`config.mk`:
```
export PLATFORM = sky130hd
export DESIGN_NAME = ssm_master
export DESIGN_NICKNAME = d
export VERILOG_FILES = /design/src/rtl/ssm_pkg.sv /design/src/rtl/ssm_regs.sv /design/src/rtl/ssm_clkdiv.sv /design/src/rtl/ssm_engine.sv /design/src/rtl/ssm_master.sv
export SDC_FILE = /design/constraint.sdc
export NUM_CORES = 1
export LEC_CHECK = 0
export BUFFER_PORTS_ARGS = -buffer_cell sky130_fd_sc_hd__buf_2
export CAP_MARGIN = 10
export CORE_MARGIN = 10
export CORE_UTILIZATION = 50
export DETAILED_ROUTE_END_ITERATION = 10
export PLACE_DENSITY = 0.72
export SYNTH_ARGS = -nofsm -noshare
export SYNTH_HDL_FRONTEND = slang
export SYNTH_HIERARCHICAL = 1
export SYNTH_SLANG_ARGS = --single-unit
```
`constraint.sdc`:
```
create_clock -name clk -period 6.4 [get_ports clk]
set_input_delay 1.28 -clock clk [delete_from_list [all_inputs] [get_ports clk]]
set_output_delay 1.28 -clock clk [all_outputs]
set_load 0.01 [all_outputs]
```
`src/rtl/ssm_pkg.sv`:
```
// Shared definitions for the serial master: register address map and the
// rule that turns a divider code into a half-period exponent.
package ssm_pkg;

    // Register locations seen on the write/read port.
    typedef enum logic [1:0] {
        REG_CTRL = 2'd0,
        REG_TXD  = 2'd1,
        REG_RXD  = 2'd2,
        REG_STAT = 2'd3
    } ssm_reg_e;

    // Half-period exponent for a divider code; codes below the minimum clamp up.
    function automatic int half_exp(input int code, input int min_code);
        return (code < min_code) ? min_code : code;
    endfunction

endpackage

```
`src/rtl/ssm_regs.sv`:
```
// Register file of the serial master.
// Holds the control word and the transmit word, presents the read mux and
// generates a one-cycle start pulse. Assumes the engine reports busy for the
// whole transfer; all writes are dropped while busy, so configuration stays
// frozen during a transfer.
module ssm_regs
    import ssm_pkg::*;
#(
    parameter int DATA_W = 16,
    parameter int CODE_W = 3,
    parameter int LEN_W  = 4,
    parameter int CE_W   = 1
) (
    input  logic              clk,
    input  logic              rst_n,
    input  logic              wr_en,
    input  logic [1:0]        reg_addr,
    input  logic [DATA_W-1:0] wr_data,
    output logic [DATA_W-1:0] rd_data,
    input  logic              busy,
    input  logic              done,
    input  logic [DATA_W-1:0] rx_word,
    output logic              start,
    output logic [CODE_W-1:0] div_code,
    output logic              shift_rise,
    output logic [CE_W-1:0]   ce_sel,
    output logic [LEN_W-1:0]  tx_len_m1,
    output logic [LEN_W:0]    rx_len,
    output logic [DATA_W-1:0] tx_word
);

    localparam int EDGE_POS = CODE_W;
    localparam int CESL_POS = CODE_W + 1;
    localparam int TXL_POS  = CESL_POS + CE_W;
    localparam int RXL_POS  = TXL_POS + LEN_W;
    localparam int CTRL_W   = RXL_POS + LEN_W + 1;

    logic [CTRL_W-1:0] ctrl_q;
    logic [DATA_W-1:0] txd_q;
    logic              wr_ok;
    ssm_reg_e          sel;

    assign sel   = ssm_reg_e'(reg_addr);
    assign wr_ok = wr_en && !busy;
    assign start = wr_ok && (sel == REG_STAT);

    // Store control and transmit words on accepted writes.
    always_ff @(posedge clk) begin
        if (!rst_n) begin
            ctrl_q <= '0;
            txd_q  <= '0;
        end else if (wr_ok) begin
            case (sel)
                REG_CTRL: ctrl_q <= wr_data[CTRL_W-1:0];
                REG_TXD:  txd_q  <= wr_data;
                default:  ;
            endcase
        end
    end

    assign div_code   = ctrl_q[CODE_W-1:0];
    assign shift_rise = ctrl_q[EDGE_POS];
    assign ce_sel     = ctrl_q[CESL_POS +: CE_W];
    assign tx_len_m1  = ctrl_q[TXL_POS +: LEN_W];
    assign rx_len     = ctrl_q[RXL_POS +: LEN_W + 1];
    assign tx_word    = txd_q;

    // Read mux for the addressed register.
    always_comb begin
        rd_data = '0;
        case (sel)
            REG_CTRL: rd_data[CTRL_W-1:0] = ctrl_q;
            REG_TXD:  rd_data = txd_q;
            REG_RXD:  rd_data = rx_word;
            REG_STAT: rd_data[1:0] = {done, busy};
            default:  rd_data = '0;
        endcase
    end

endmodule

```
`src/rtl/ssm_clkdiv.sv`:
```
// Half-period tick generator.
// A free-running counter is cleared at the start of a transfer. A tick is
// produced whenever the low bits selected by the divider code are all ones,
// which gives one tick every 2^exp cycles. Assumes the code is stable while
// run is high.
module ssm_clkdiv
    import ssm_pkg::*;
#(
    parameter int CODE_W   = 3,
    parameter int MIN_CODE = 3
) (
    input  logic              clk,
    input  logic              rst_n,
    input  logic              restart,
    input  logic              run,
    input  logic [CODE_W-1:0] code,
    output logic              tick
);

    localparam int NCODE = 1 << CODE_W;
    localparam int CNT_W = NCODE - 1;

    logic [CNT_W-1:0] cnt_q;
    logic [NCODE-1:0] hit;

    // One terminal-count detector per divider code.
    for (genvar c = 0; c < NCODE; c++) begin : g_hit
        localparam int EXP = half_exp(c, MIN_CODE);
        assign hit[c] = &cnt_q[EXP-1:0];
    end

    assign tick = run && hit[code];

    // Count system clocks during a transfer; restart aligns the first tick.
    always_ff @(posedge clk) begin
        if (!rst_n) begin
            cnt_q <= '0;
        end else if (restart) begin
            cnt_q <= '0;
        end else if (run) begin
            cnt_q <= cnt_q + CNT_W'(1);
        end
    end

endmodule

```
`src/rtl/ssm_engine.sv`:
```
// Transfer sequencer and data paths.
// Counts serial clock edges. Even edges are shift edges and odd edges are
// latch edges. Written bits come out first, starting from the highest of
// them; read bits follow with the line released. Assumes the configuration
// inputs are held steady while busy and that sd_i is synchronous to clk.
module ssm_engine #(
    parameter int DATA_W = 16,
    parameter int LEN_W  = 4,
    parameter int CE_W   = 1,
    parameter int NUM_CE = 2
) (
    input  logic              clk,
    input  logic              rst_n,
    input  logic              start,
    input  logic              tick,
    input  logic              shift_rise,
    input  logic [CE_W-1:0]   ce_sel,
    input  logic [LEN_W-1:0]  tx_len_m1,
    input  logic [LEN_W:0]    rx_len,
    input  logic [DATA_W-1:0] tx_word,
    input  logic              sd_i,
    output logic              busy,
    output logic              done,
    output logic              sclk,
    output logic              sd_o,
    output logic              sd_oe,
    output logic [NUM_CE-1:0] ce_n,
    output logic [DATA_W-1:0] rx_word
);

    localparam int EDGE_W = $clog2(4 * DATA_W);
    localparam int TOT_W  = EDGE_W + 1;
    localparam logic [LEN_W:0] RX_MAX = (LEN_W + 1)'(DATA_W);

    logic [EDGE_W-1:0] edge_q;
    logic [DATA_W-1:0] txsh_q;
    logic [DATA_W-1:0] rxsh_q;
    logic              busy_q;
    logic              done_q;
    logic              sclk_q;
    logic              sdo_q;
    logic              oe_q;

    logic [LEN_W:0]    rx_eff;
    logic [TOT_W-1:0]  tot_edges;
    logic [EDGE_W-1:0] bit_idx;
    logic              in_tx;
    logic              last_edge;
    logic              shift_edge;
    logic              idle_lvl;
    logic [LEN_W-1:0]  pad;

    assign rx_eff     = (rx_len > RX_MAX) ? RX_MAX : rx_len;
    assign tot_edges  = (TOT_W'(tx_len_m1) + TOT_W'(1) + TOT_W'(rx_eff)) << 1;
    assign bit_idx    = edge_q >> 1;
    assign in_tx      = bit_idx <= EDGE_W'(tx_len_m1);
    assign last_edge  = ({1'b0, edge_q} == (tot_edges - TOT_W'(1)));
    assign shift_edge = !edge_q[0];
    assign idle_lvl   = !shift_rise;
    assign pad        = LEN_W'(DATA_W - 1) - tx_len_m1;

    // Sequence busy, done, edge count and the serial clock level.
    always_ff @(posedge clk) begin
        if (!rst_n) begin
            busy_q <= 1'b0;
            done_q <= 1'b0;
            edge_q <= '0;
            sclk_q <= 1'b1;
        end else if (start) begin
            busy_q <= 1'b1;
            done_q <= 1'b0;
            edge_q <= '0;
            sclk_q <= idle_lvl;
        end else if (busy_q) begin
            if (tick) begin
                sclk_q <= !sclk_q;
                if (last_edge) begin
                    busy_q <= 1'b0;
                    done_q <= 1'b1;
                end else begin
                    edge_q <= edge_q + EDGE_W'(1);
                end
            end
        end else begin
            sclk_q <= idle_lvl;
        end
    end

    // Transmit path: load left-aligned, drive or release at shift edges.
    always_ff @(posedge clk) begin
        if (!rst_n) begin
            txsh_q <= '0;
            sdo_q  <= 1'b0;
            oe_q   <= 1'b0;
        end else if (start) begin
            txsh_q <= tx_word << pad;
            sdo_q  <= 1'b0;
            oe_q   <= 1'b0;
        end else if (busy_q && tick) begin
            if (last_edge) begin
                sdo_q <= 1'b0;
                oe_q  <= 1'b0;
            end else if (shift_edge) begin
                if (in_tx) begin
                    sdo_q  <= txsh_q[DATA_W-1];
                    oe_q   <= 1'b1;
                    txsh_q <= txsh_q << 1;
                end else begin
                    sdo_q <= 1'b0;
                    oe_q  <= 1'b0;
                end
            end
        end
    end

    // Receive path: sample the line at latch edges of read bits.
    always_ff @(posedge clk) begin
        if (!rst_n) begin
            rxsh_q <= '0;
        end else if (start) begin
            rxsh_q <= '0;
        end else if (busy_q && tick && !shift_edge && !in_tx) begin
            rxsh_q <= {rxsh_q[DATA_W-2:0], sd_i};
        end
    end

    // One active-low enable per device, low only for the selected one.
    for (genvar i = 0; i < NUM_CE; i++) begin : g_ce
        assign ce_n[i] = !(busy_q && (ce_sel == CE_W'(i)));
    end

    assign busy    = busy_q;
    assign done    = done_q;
    assign sclk    = sclk_q;
    assign sd_o    = sdo_q;
    assign sd_oe   = oe_q;
    assign rx_word = rxsh_q;

endmodule

```
`src/rtl/ssm_master.sv`:
```
// Top of the programmable-edge synchronous serial master.
// Connects the register file, the half-period tick generator and the
// transfer engine. Assumes a single clock domain; the external data line
// is built from sd_o and sd_oe outside this block.
module ssm_master #(
    parameter int DATA_W   = 16,
    parameter int CODE_W   = 3,
    parameter int MIN_CODE = 3,
    parameter int NUM_CE   = 2
) (
    input  logic              clk,
    input  logic              rst_n,
    input  logic              wr_en,
    input  logic [1:0]        reg_addr,
    input  logic [DATA_W-1:0] wr_data,
    output logic [DATA_W-1:0] rd_data,
    output logic              sclk_o,
    output logic              sd_o,
    output logic              sd_oe,
    input  logic              sd_i,
    output logic [NUM_CE-1:0] ce_n
);

    localparam int LEN_W = $clog2(DATA_W);
    localparam int CE_W  = (NUM_CE > 1) ? $clog2(NUM_CE) : 1;

    logic              busy_w;
    logic              done_w;
    logic              tick_w;
    logic              start_w;
    logic              idle_w;
    logic [CODE_W-1:0] code_w;
    logic              shift_rise_w;
    logic [CE_W-1:0]   ce_sel_w;
    logic [LEN_W-1:0]  tx_len_m1_w;
    logic [LEN_W:0]    rx_len_w;
    logic [DATA_W-1:0] tx_word_w;
    logic [DATA_W-1:0] rx_word_w;

    assign idle_w = !shift_rise_w;

    ssm_regs #(
        .DATA_W(DATA_W), .CODE_W(CODE_W), .LEN_W(LEN_W), .CE_W(CE_W)
    ) u_regs (
        .clk(clk), .rst_n(rst_n), .wr_en(wr_en), .reg_addr(reg_addr),
        .wr_data(wr_data), .rd_data(rd_data), .busy(busy_w), .done(done_w),
        .rx_word(rx_word_w), .start(start_w), .div_code(code_w),
        .shift_rise(shift_rise_w), .ce_sel(ce_sel_w), .tx_len_m1(tx_len_m1_w),
        .rx_len(rx_len_w), .tx_word(tx_word_w)
    );

    ssm_clkdiv #(
        .CODE_W(CODE_W), .MIN_CODE(MIN_CODE)
    ) u_div (
        .clk(clk), .rst_n(rst_n), .restart(start_w), .run(busy_w),
        .code(code_w), .tick(tick_w)
    );

    ssm_engine #(
        .DATA_W(DATA_W), .LEN_W(LEN_W), .CE_W(CE_W), .NUM_CE(NUM_CE)
    ) u_eng (
        .clk(clk), .rst_n(rst_n), .start(start_w), .tick(tick_w),
        .shift_rise(shift_rise_w), .ce_sel(ce_sel_w), .tx_len_m1(tx_len_m1_w),
        .rx_len(rx_len_w), .tx_word(tx_word_w), .sd_i(sd_i), .busy(busy_w),
        .done(done_w), .sclk(sclk_o), .sd_o(sd_o), .sd_oe(sd_oe),
        .ce_n(ce_n), .rx_word(rx_word_w)
    );

endmodule

```
==> results.sh <==
export IMPL_grt_ovfl_total=0
export IMPL_finalNetCount=608
export IMPL_clock_latency_ns=0.37
export IMPL_synth_seq_area_share_pct=34.2
export IMPL_cp_common_cell="buf_2"
export IMPL_fillers=863
export IMPL_wl_per_cell_um=17.3
export IMPL_drt_iter0_markers=339
export IMPL_antenna_left=0
export IMPL_syn_to_final_growth_pct=7.82
export IMPL_cts_tree="built"
export IMPL_crit_arrival_ns=2.64
export IMPL_grt_pass1_vias=3891
export IMPL_mostFrequentLayoutCell="nand2_1"
export IMPL_antenna_found_initial=0
export IMPL_hold_violations=0
export IMPL_syn_area_sq_um=4690
export IMPL_worstHoldPathType="reg2reg"
export IMPL_cts_sinks=80
export IMPL_worstPathMaxFanout=16
export IMPL_synth_top_family_by_area="simple AND/OR/NAND/NOR gates"
export IMPL_path_buf_inv=3
export IMPL_drc=0
export IMPL_cp_data_required_time_ns=5.12
export IMPL_postPlaceCellArea_sq_um=4860
export IMPL_maxSlewHeadroom_pct=18.8
export IMPL_final_cell_mix="nand2_1 (90), dfxtp_1 (80), mux2i_1 (68)"
export IMPL_clk_path_buf_depth=2
export IMPL_cp_top_family="adder cells"
export IMPL_placedCellCount=667
export IMPL_wl_um=11800
export IMPL_synthMuxAreaShare_pct=17.4
export IMPL_maxCapViolations=0
export IMPL_synth_fp_nets=587
export IMPL_crit_cells=6
export IMPL_min_path_cells=2
export IMPL_status="finished, final reports clean"
export IMPL_async_reset_ff_share_pct=0
export IMPL_rsz0062_at_grt="false"
export IMPL_power_density_nw_per_um2=197
export IMPL_setup_viol=0
export IMPL_timing_final_crit_share_pct=61.2
export IMPL_place_gp_congestion=0.862
export IMPL_crit_path_cell_trace="buf_2 > inv_1 > ha_1 > a222oi_1 > nor2_1 > buf_2"
export IMPL_dpl_hpwl_um=8670
export IMPL_max_stage_delay_ns=0.58
export IMPL_synth_compound_area_share_pct=15.9
export IMPL_avgSynthCellArea_sq_um=8.58
export IMPL_p_leak_nw=1.97
export IMPL_grt_usage_pct=17.7
export IMPL_row_count=35
export IMPL_clk_pin_slew_ns=0.09
export IMPL_synth_flop_cell="dfxtp_1"
export IMPL_synth_fa_ha_area_share_pct=5.23
export IMPL_critPathLaunchType="input port"
export IMPL_final_setup_skew_ns=0.0155
export IMPL_stdcell_area_sq_um=5050
export IMPL_synth_cells=546
export IMPL_dr_pass1_iters=7
export IMPL_timing_worst_setup_path_type="in2out"
export IMPL_tightest_slew_ns=1.22
export IMPL_fmax_mhz=255
export IMPL_drive_gt1_share_pct=13.3
export IMPL_core_region_area_sq_um=9200
export IMPL_end_kind="output port"
export IMPL_io_pins=43
export IMPL_die_h_um=117
export IMPL_tns_ns=0
export IMPL_cts_htree_levels=3
export IMPL_ys_warn_count=6
export IMPL_synthDistinctLibCells=59
export IMPL_grt_pass1_wl_um=19500
export IMPL_fin_crit_ns=3.92
export IMPL_final_util_pct=55.0
export IMPL_port_buffers=42
export IMPL_rr_worst_depth=10
export IMPL_synth_seq_cells=80
export IMPL_initial_core_util_pct=51.0
export IMPL_synth_edf_count=0
export IMPL_vias=4050
export IMPL_cts_root_buffer="clkbuf_8"
export IMPL_cts_resized=0
export IMPL_yosys_area_share_simple_pct=19.4
export IMPL_die_area_sq_um=13600
export IMPL_routed_via_density=5.93
export IMPL_cp_slowest_cell="ha_1"
export IMPL_ir_drop_v=0.000112
export IMPL_total_power_uw=993
export IMPL_postCtsHoldBufs=0
export IMPL_grt_max_degree=59
export IMPL_die_x_um=117
export IMPL_final_instance_count_excl_fill=683
export IMPL_cts_setup_buffers=0
export IMPL_synth_xor_area_share_pct=2.24
export IMPL_n_antenna_cell=0
export IMPL_slew_viol_final=0
export IMPL_cts_buffers=9
## Yosys cell counts (7+ instances only)
| cell | count | area, sq um |
|---|---|---|
| a21oi_1 | 27 | 135 |
| nand2_1 | 90 | 338 |
| a222oi_1 | 14 | 140 |
| nand3_1 | 10 | 50.1 |
| dfxtp_1 | 80 | 1600 |
| ha_1 | 18 | 225 |
| inv_1 | 14 | 52.6 |
| buf_2 | 13 | 65.1 |
| nor2b_1 | 8 | 50.1 |
| mux2i_1 | 68 | 681 |
| clkbuf_1 | 15 | 56.3 |
| a211oi_1 | 10 | 75.1 |
| nor2_1 | 53 | 199 |
| o21ai_0 | 19 | 95.1 |
| xnor2_1 | 7 | 61.3 |
## state kept, by name (all words and copies together) (netlist names)
register	count
u_eng/sclk	1
u_eng/txsh_q	16
u_eng/rx_word	16
u_eng/edge_q	6
u_div/cnt_q	7
u_eng/sd_o	1
u_eng/busy	1
u_eng/sd_oe	1
u_eng/done	1
u_regs/ctrl_q	14
u_regs/tx_word	16
## where the power goes
group,switching (mW),leakage [nW],internal [mW]
registers,0.0150,0.648,0.510
clock network,0.202,0.0939,0.157
logic,0.0659,1.23,0.0436
## worst register-to-register path: cells and delay by family, from the launching register on
| kind | cells | cell delay [ns] |
|---|---|---|
| AOI/OAI and AO/OA | 3 | 0.52 |
| buffers and inverters | 1 | 0.48 |
| xor gates and xnor gates | 1 | 0.29 |
| DFF | 1 | 0.82 |
| and+or+nand+nor | 3 | 0.75 |
| adders and majority gates | 2 | 0.78 |
## metal layers
layer	track usage (%)	wire length (um)
met2	29.8	5680
met1	22.0	5390
met3	3.62	569
met4	6.10	196
met5	0	0
## logic make-up after synthesis
logic type                 Yosys count
and+or+nand+nor                    198
xor gates and xnor gates            12
DFF                                 80
buffers and inverters               53
AOI/OAI and AO/OA                  108
adders and majority gates           19
muxes                               76
## per-stage QoR
step	hold WS [ns]	worst slack, ns
5_1_grt	0.520	2.35
4_1_cts	0.486	2.55
6_report	0.488	2.48
2_1_floorplan	0.437	2.90
3_3_place_gp	0.466	2.31
3_5_place_dp	0.473	2.23
## worst paths after layout
check                           slack [ns]           endpoint               from
worst max-delay path                  2.48         rd_data[7]        reg_addr[0]
worst min-delay path                  0.49  u_regs/ctrl_q[11]  u_regs/ctrl_q[11]
worst max register to register        2.70    u_eng/edge_q[4]   u_regs/ctrl_q[5]
worst min register to register        0.49  u_regs/ctrl_q[11]  u_regs/ctrl_q[11]
## final cells by class
class	count	area, sq um	share of cell area [%]
sequential	80	1600	31.7
multi-input combinational	413	2820	55.8
tap	111	139	2.75
clock inverter	6	51.3	1.02
inverter	17	63.8	1.26
timing repair buffer	46	240	4.75
clock buffer	10	138	2.72
Note: power is estimated with default switching activity, not from simulation.
